### src/rtl/cachectl_csr.sv
module cachectl_csr (
  input  logic        clk,
  input  logic        rst_n,
  input  logic        reg_sel,
  input  logic        reg_we,
  input  logic [31:0] reg_wdata,
  output logic [31:0] reg_rdata,
  input  logic        irq_taken,
  input  logic        flush_done_d,
  input  logic        flush_done_i,
  input  logic        err_itag,
  input  logic        err_idata,
  input  logic        err_dtag,
  input  logic        err_ddata,
  input  logic        err_snoop,
  output logic [1:0]  dstate,
  output logic [1:0]  istate,
  output logic        flush_req_d,
  output logic        flush_req_i,
  output logic        snoop_en,
  output logic [3:0]  diag_xor_bits,
  output logic        diag_chk_sel
);

  logic       wr;
  logic [1:0] dcs, ics;
  logic       frz_d, frz_i;
  logic       pend_d, pend_i;
  logic [1:0] cnt_it, cnt_id, cnt_dt, cnt_dd;
  logic       snp_err;
  logic       start_d, start_i;
  logic       unused_wbits;

  assign wr      = reg_sel & reg_we;
  assign start_d = wr & reg_wdata[22];
  assign start_i = wr & reg_wdata[21];
  assign unused_wbits = ^{reg_wdata[31], reg_wdata[29], reg_wdata[20:14]};

  function automatic logic [1:0] cnt_next(input logic [1:0] cur, input logic ev,
                                          input logic clr);
    logic [1:0] base;
    base = clr ? 2'd0 : cur;
    return (ev && base != 2'd3) ? base + 2'd1 : base;
  endfunction

  always_ff @(posedge clk or negedge rst_n) begin
    if (!rst_n) begin
      dcs <= 2'b00;
      ics <= 2'b00;
    end else begin
      if (irq_taken && frz_d && dcs == 2'b11) dcs <= 2'b01;
      else if (wr)                            dcs <= reg_wdata[3:2];
      if (irq_taken && frz_i && ics == 2'b11) ics <= 2'b01;
      else if (wr)                            ics <= reg_wdata[1:0];
    end
  end

  always_ff @(posedge clk or negedge rst_n) begin
    if (!rst_n) begin
      frz_d         <= 1'b0;
      frz_i         <= 1'b0;
      snoop_en      <= 1'b0;
      diag_xor_bits <= 4'h0;
      diag_chk_sel  <= 1'b0;
    end else if (wr) begin
      frz_d         <= reg_wdata[5];
      frz_i         <= reg_wdata[4];
      snoop_en      <= reg_wdata[23];
      diag_xor_bits <= reg_wdata[27:24];
      diag_chk_sel  <= reg_wdata[28];
    end
  end

  always_ff @(posedge clk or negedge rst_n) begin
    if (!rst_n) begin
      pend_d      <= 1'b0;
      pend_i      <= 1'b0;
      flush_req_d <= 1'b0;
      flush_req_i <= 1'b0;
    end else begin
      pend_d      <= start_d | (pend_d & ~flush_done_d);
      pend_i      <= start_i | (pend_i & ~flush_done_i);
      flush_req_d <= start_d;
      flush_req_i <= start_i;
    end
  end

  always_ff @(posedge clk or negedge rst_n) begin
    if (!rst_n) begin
      cnt_it  <= 2'd0;
      cnt_id  <= 2'd0;
      cnt_dt  <= 2'd0;
      cnt_dd  <= 2'd0;
      snp_err <= 1'b0;
    end else begin
      cnt_it  <= cnt_next(cnt_it, err_itag,  wr && reg_wdata[13:12] == 2'd0);
      cnt_id  <= cnt_next(cnt_id, err_idata, wr && reg_wdata[11:10] == 2'd0);
      cnt_dt  <= cnt_next(cnt_dt, err_dtag,  wr && reg_wdata[9:8]   == 2'd0);
      cnt_dd  <= cnt_next(cnt_dd, err_ddata, wr && reg_wdata[7:6]   == 2'd0);
      snp_err <= err_snoop | (snp_err & ~(wr & ~reg_wdata[30]));
    end
  end

  assign dstate = dcs;
  assign istate = ics;

  assign reg_rdata = {1'b0, snp_err, 1'b0, diag_chk_sel, diag_xor_bits, snoop_en,
                      2'b00, 2'b01, 1'b0, 1'b1, 1'b0, pend_i, pend_d,
                      cnt_it, cnt_id, cnt_dt, cnt_dd, frz_d, frz_i, dcs, ics};

endmodule


### config.mk
export PLATFORM = sky130hd
export DESIGN_NAME = cachectl_csr
export DESIGN_NICKNAME = d
export VERILOG_FILES = /design/src/rtl/cachectl_csr.sv
export SDC_FILE = /design/constraint.sdc
export NUM_CORES = 1
export LEC_CHECK = 0
export ABC_CLOCK_PERIOD_IN_PS = 1850
export BUFFER_PORTS_ARGS = -buffer_cell sky130_fd_sc_hd__buf_2
export CORE_MARGIN = 5
export CORE_UTILIZATION = 41
export CTS_CLUSTER_DIAMETER = 200
export DETAILED_ROUTE_END_ITERATION = 16
export GPL_TIMING_DRIVEN = 0
export PLACE_DENSITY = 0.86
export SYNTH_ARGS = -nofsm -noshare
export SYNTH_HDL_FRONTEND = slang
export SYNTH_SLANG_ARGS = --single-unit
### constraint.sdc
create_clock -name clk -period 1.85 [get_ports clk]
set_input_delay 0.2775 -clock clk [delete_from_list [all_inputs] [get_ports clk]]
set_output_delay 0.2775 -clock clk [all_outputs]
set_load 0.01 [all_outputs]
### After elaboration in Yosys (flattened, before gate mapping)

Index checks and enable logic that the tools add are counted.

* $add $sub $neg: 4
* equality and inequality tests: 6
* mux-type cells: 12
* bitwise operators: 14
* reduce and logical (&&, ||, !) cells: 18

Operators by type and width (count)
* $mux 2: 12
* $logic_and 1x1->1: 12
* $add 2x1->2 const B: 4
* $logic_not 2->1: 4
* $ne 2x2->1 const B: 4
* $and 1x1->1: 7
* $eq 2x2->1 const B: 2
* $not 1->1: 4
* $reduce_bool 2->1: 2
* $or 1x1->1: 3

* flip-flop bits (word level): 25
* output and inout port bits: 44

### Logic depth before layout (Yosys ltp)

* depth after elaboration: 6
* gate-level depth with buffers: 6

### Worst setup path after synthesis

No wires, ideal clock.

* path type: input port to flip-flop
* start: input port reg_sel
* end: register cnt_dd[1]
* data arrival time: 1414 ps
* required time: 1725 ps
* path slack: 311 ps
* cell stages on the path: 6
* cells stage by stage: nand2_2 -> buf_6 -> o31a_1 -> ha_1 -> nor2b_1 -> mux2_2

* word-level cells in the longest chain between the ends: 6

RTL lines
* start, declared: RTL line 4 `input logic reg_sel,`
* $and 1x1->1 *: RTL line 34 `assign wr = reg_sel & reg_we;`
* $logic_and 1x1->1 *: RTL line 99 `cnt_dd <= cnt_next(cnt_dd, err_ddata, wr && reg_wdata[7:6] == 2'd0);`
* $mux 2 *: RTL line 42 `base = clr ? 2'd0 : cur;`
* branches (longest 2 deep; another with $add 2x1->2)
* $mux 2 *: RTL line 43 `return (ev && base != 2'd3) ? base + 2'd1 : base;`
* end signal, assigned: RTL line 99
* end, declared: RTL line 29 `logic [1:0] cnt_it, cnt_id, cnt_dt, cnt_dd;`

Mark *: on every way between the ends.
A chain may end at the register's enable or synchronous reset.

### Worst setup path in the final report

* start: input port reg_sel
* end: register cnt_dt[1]

* word-level cells in the longest chain between the ends: 6

RTL lines
* $and 1x1->1 *: RTL line 34
* $logic_and 1x1->1 *: RTL line 98 `cnt_dt <= cnt_next(cnt_dt, err_dtag, wr && reg_wdata[9:8] == 2'd0);`
* $mux 2 *: RTL line 42
* branches (longest 2 deep; another with $add 2x1->2)
* $mux 2 *: RTL line 43
* end signal, assigned: RTL line 98
* end, declared: RTL line 29

Marked as above.

==> flow_summary.yaml <==
run_status:
  status: "complete, no violations"
logic_synthesis:
  synthesis.area_um2: 1279
  yosys.area_share.xor_xnor_pct: 2.740
  yosysWarnings: 0
  synth_area_leaders: "dfrtp_1 (49%), buf_4 (14%), mux2_2 (11%)"
  muxShareOfSynthArea_pct: 12.13
  synth_edf_count: 0
  syn_avg_cell_area_um2: 12.54
  synthCells: 102
  synth_top_family_by_area: "buffers and inverters"
  synth_async_sr_flop_share_pct: 100.0
  synth_seq_area_share_pct: 48.92
  synth_compound_area_share_pct: 11.35
  netlist.area_leader.share_pct: 48.92
  yosysMostFrequentCell: "dfrtp_1"
  ys.flop_type: "dfrtp_1"
  ys_types: 19
  synth_common_cells: "dfrtp_1 (25), buf_4 (24), mux2_2 (12)"
  synthAdderAreaFrac_pct: 3.914
  synthSimpleGateAreaFrac_pct: 3.914
  yosysTopAreaCell: "dfrtp_1"
  synth_seq_cells: 25
power_and_ir_drop:
  power_leakage_nw: 0.9600
  p_per_area_nw_per_um2: 1023
  internal_power_mw: 1.198
  vdd_drop_max_uv: 393.4
  clkPwrFrac_pct: 13.5
  p_comb_share_pct: 43.4
  pwr-share-seq_pct: 43.1
  switchingPower_mw: 0.5848
  power.total_mw: 1.783
  p_sw_share_pct: 32.81
global_routing:
  grtUsageMet2_pct: 21.65
  grt_antenna_before_repair: 0
  gr-max-usage-layer: "met2"
  grt_usage_pct: 12.55
  grt_util_met3_pct: 3.401
  overflow: 0
  grtUsageMet1_pct: 15.09
  grt_max_degree: 26
  grt_pass1_vias: 967
  grt_pass1_wl_um: 4222
final_layout:
  multi_input_comb_area_um2: 469.2
  fin_cells: 227
  fill_cells: 262
  area.sequential_um2: 625.6
  nets: 232
  drive_above_1_share_pct: 61.75
  syn_to_final_growth_pct: 36.20
  diodes: 0
clock_network:
  cts_tree: "built"
  cts_buffers: 3
  h-tree-depth: 1
  clock-sinks: 25
  ctsResizeCount: 0
  insertion_delay_ps: 310
  cts_max_path_buffers: 2
  root_buffer: "clkbuf_4"
  cts_setup_buffers: 0
  clkTransAtPathRegs_ps: 130
critical_path:
  max_stage_delay_ps: 350
  worstPathMaxFanout: 10
  crit_path_cell_trace: "buf_2 -> nand2_2 -> buf_6 -> o31a_1 -> ha_1 -> nor2b_1 -> mux2_2"
  r2r_cells: 4
  endpoint_kind: "flip-flop"
  cp_slowest_cell: "mux2_2"
  cp-start-kind: "input pin"
  crit_start: "reg_sel"
  path_depth: 7
  setup.worst_path.end: "cnt_dt[1]"
  critPathArrivalTime_ps: 1650
  cp.required_ps: 2060
  criticalPathCategory: "in -> reg"
  r2r-end: "cnt_dd[1]"
  path_buf_inv: 2
  timing.rr.start: "cnt_dd[0]"
  path_delay_family: "multiplexers"
  regToRegSetupSlack_ps: 490
route:
  routed-via-count: 996
  wl_um: 2766
  antenna_left: 0
  drcViolationCount: 0
  routed_via_density: 4.388
  first_pass_iters: 2
  drtIter0Drc: 30
  wl_per_cell_um: 12.19
sta:
  max_freq_mhz: 692.9
  finalSetupViolCount: 0
  fin_crit_sh_pct: 78.01
  period_needed_ps: 1443
  tightest_slew_ps: 561.6
  hold_viol_final: 0
  rsz0062_at_grt: "no"
  finalMaxSlewViolations: 0
  slew_headroom_pct: 62.56
  finalSetupTns_ps: 0
  clock_skew_ps: 1.324
  fin_ws_ps: 406.7
floorplanning:
  placementRows: 20
  start_util_pct: 42.23
  core_area_um2: 3028
  die_x_um: 65.85
  die_h_um: 65.85
  io_pins: 88
  die_area_um2: 4336
placement:
  dp.cells: 222
  post-place-ws_ps: 51.07
  place_congestion: 0.6780
  io_buffers: 69
run:
  max_cap_violations: 0
hold_path:
  worst_hold_path_type: "in -> reg"
-- registers in the layout (all words and copies together), names as in the netlist, 2 cells and up --
signal	flops
istate	2
cnt_it	2
cnt_id	2
cnt_dd	2
diag_xor_bits	4
cnt_dt	2
dstate	2
-- cell families after synthesis --
group                      Yosys count
muxes                               14
AOI/OAI and AO/OA                   17
buffers and inverters               28
and+or+nand+nor                      8
xor gates and xnor gates             4
other                                2
DFF                                 25
adders and majority gates            4
-- metrics by stage --
| step | hold WS [ps] | instance area [µm²] | util, % |
|---|---|---|---|
| final | 156.8 | 1742 | 57.52 |
| after global routing | 149.9 | 1742 | 57.52 |
| after CTS | 150.2 | 1742 | 57.52 |
| after detailed placement | 308.0 | 1705 | 56.32 |
| after global placement | 305.6 | 1705 | 56.32 |
| after floorplan | -18.09 | 1305 | - |
-- area by class of cell --
type,count,share of cell area (%)
Sequential cell,25,35.92
Multi-Input combinational cell,56,26.94
Timing Repair Buffer,70,20.40
Buffer,26,11.64
Tap cell,44,3.161
Clock buffer,4,1.509
Inverter,2,0.4310
-- cells in the final DEF, fill, tap and decap left out --
cell type      instances
a21o_1                 2
a31o_2                 2
a32o_1                 2
a41oi_1                2
and3_1                 2
buf_2                 69
buf_4                 24
buf_6                  2
clkbuf_1               1
clkbuf_4               3
conb_1                 9
dfrtp_1               25
dlygate4sd3_1          1
ha_1                   4
inv_1                  2
mux2_2                12
mux2i_1                2
nand2_2                1
nand2b_1               1
nor2b_1                4
o21ai_0                1
o31a_1                 8
xor2_1                 4
-- metal layers --
layer	vias to the layer above	share of wire, %
met1	454	40
met3	2	12
met2	52	47
li1	488	-
met4	0	0.83
met5	-	0
-- power by group through the flow --
stage	Sequential, mW	Combinational [mW]	Clock (mW)
6_report	0.769	0.774	0.240
5_1_grt	0.793	0.858	0.270
4_1_cts	0.772	0.788	0.251
3_5_place_dp	0.785	0.787	0
3_3_place_gp	0.778	0.761	0
2_1_floorplan	0.840	0.439	0
-- how the worst min path moves through the flow --
stage | start | endpoint | slack (ps) | cells past startpoint
floorplan | rst_n | cnt_dd[0] | -20 | 0
global placement | rst_n | istate[1] | 310 | 1
detailed placement | rst_n | istate[1] | 310 | 1
CTS | err_snoop | snp_err | 150 | 2
global route | err_snoop | snp_err | 150 | 2
finish | err_snoop | snp_err | 160 | 2
-- what timing repair did --
action / in CTS / in global routing
setup endpoints to repair: 0 / 0
hold buffers: 1 / 0
hold endpoints to repair: 25 / 0
No activity file was read; power rests on OpenSTA's default activity.
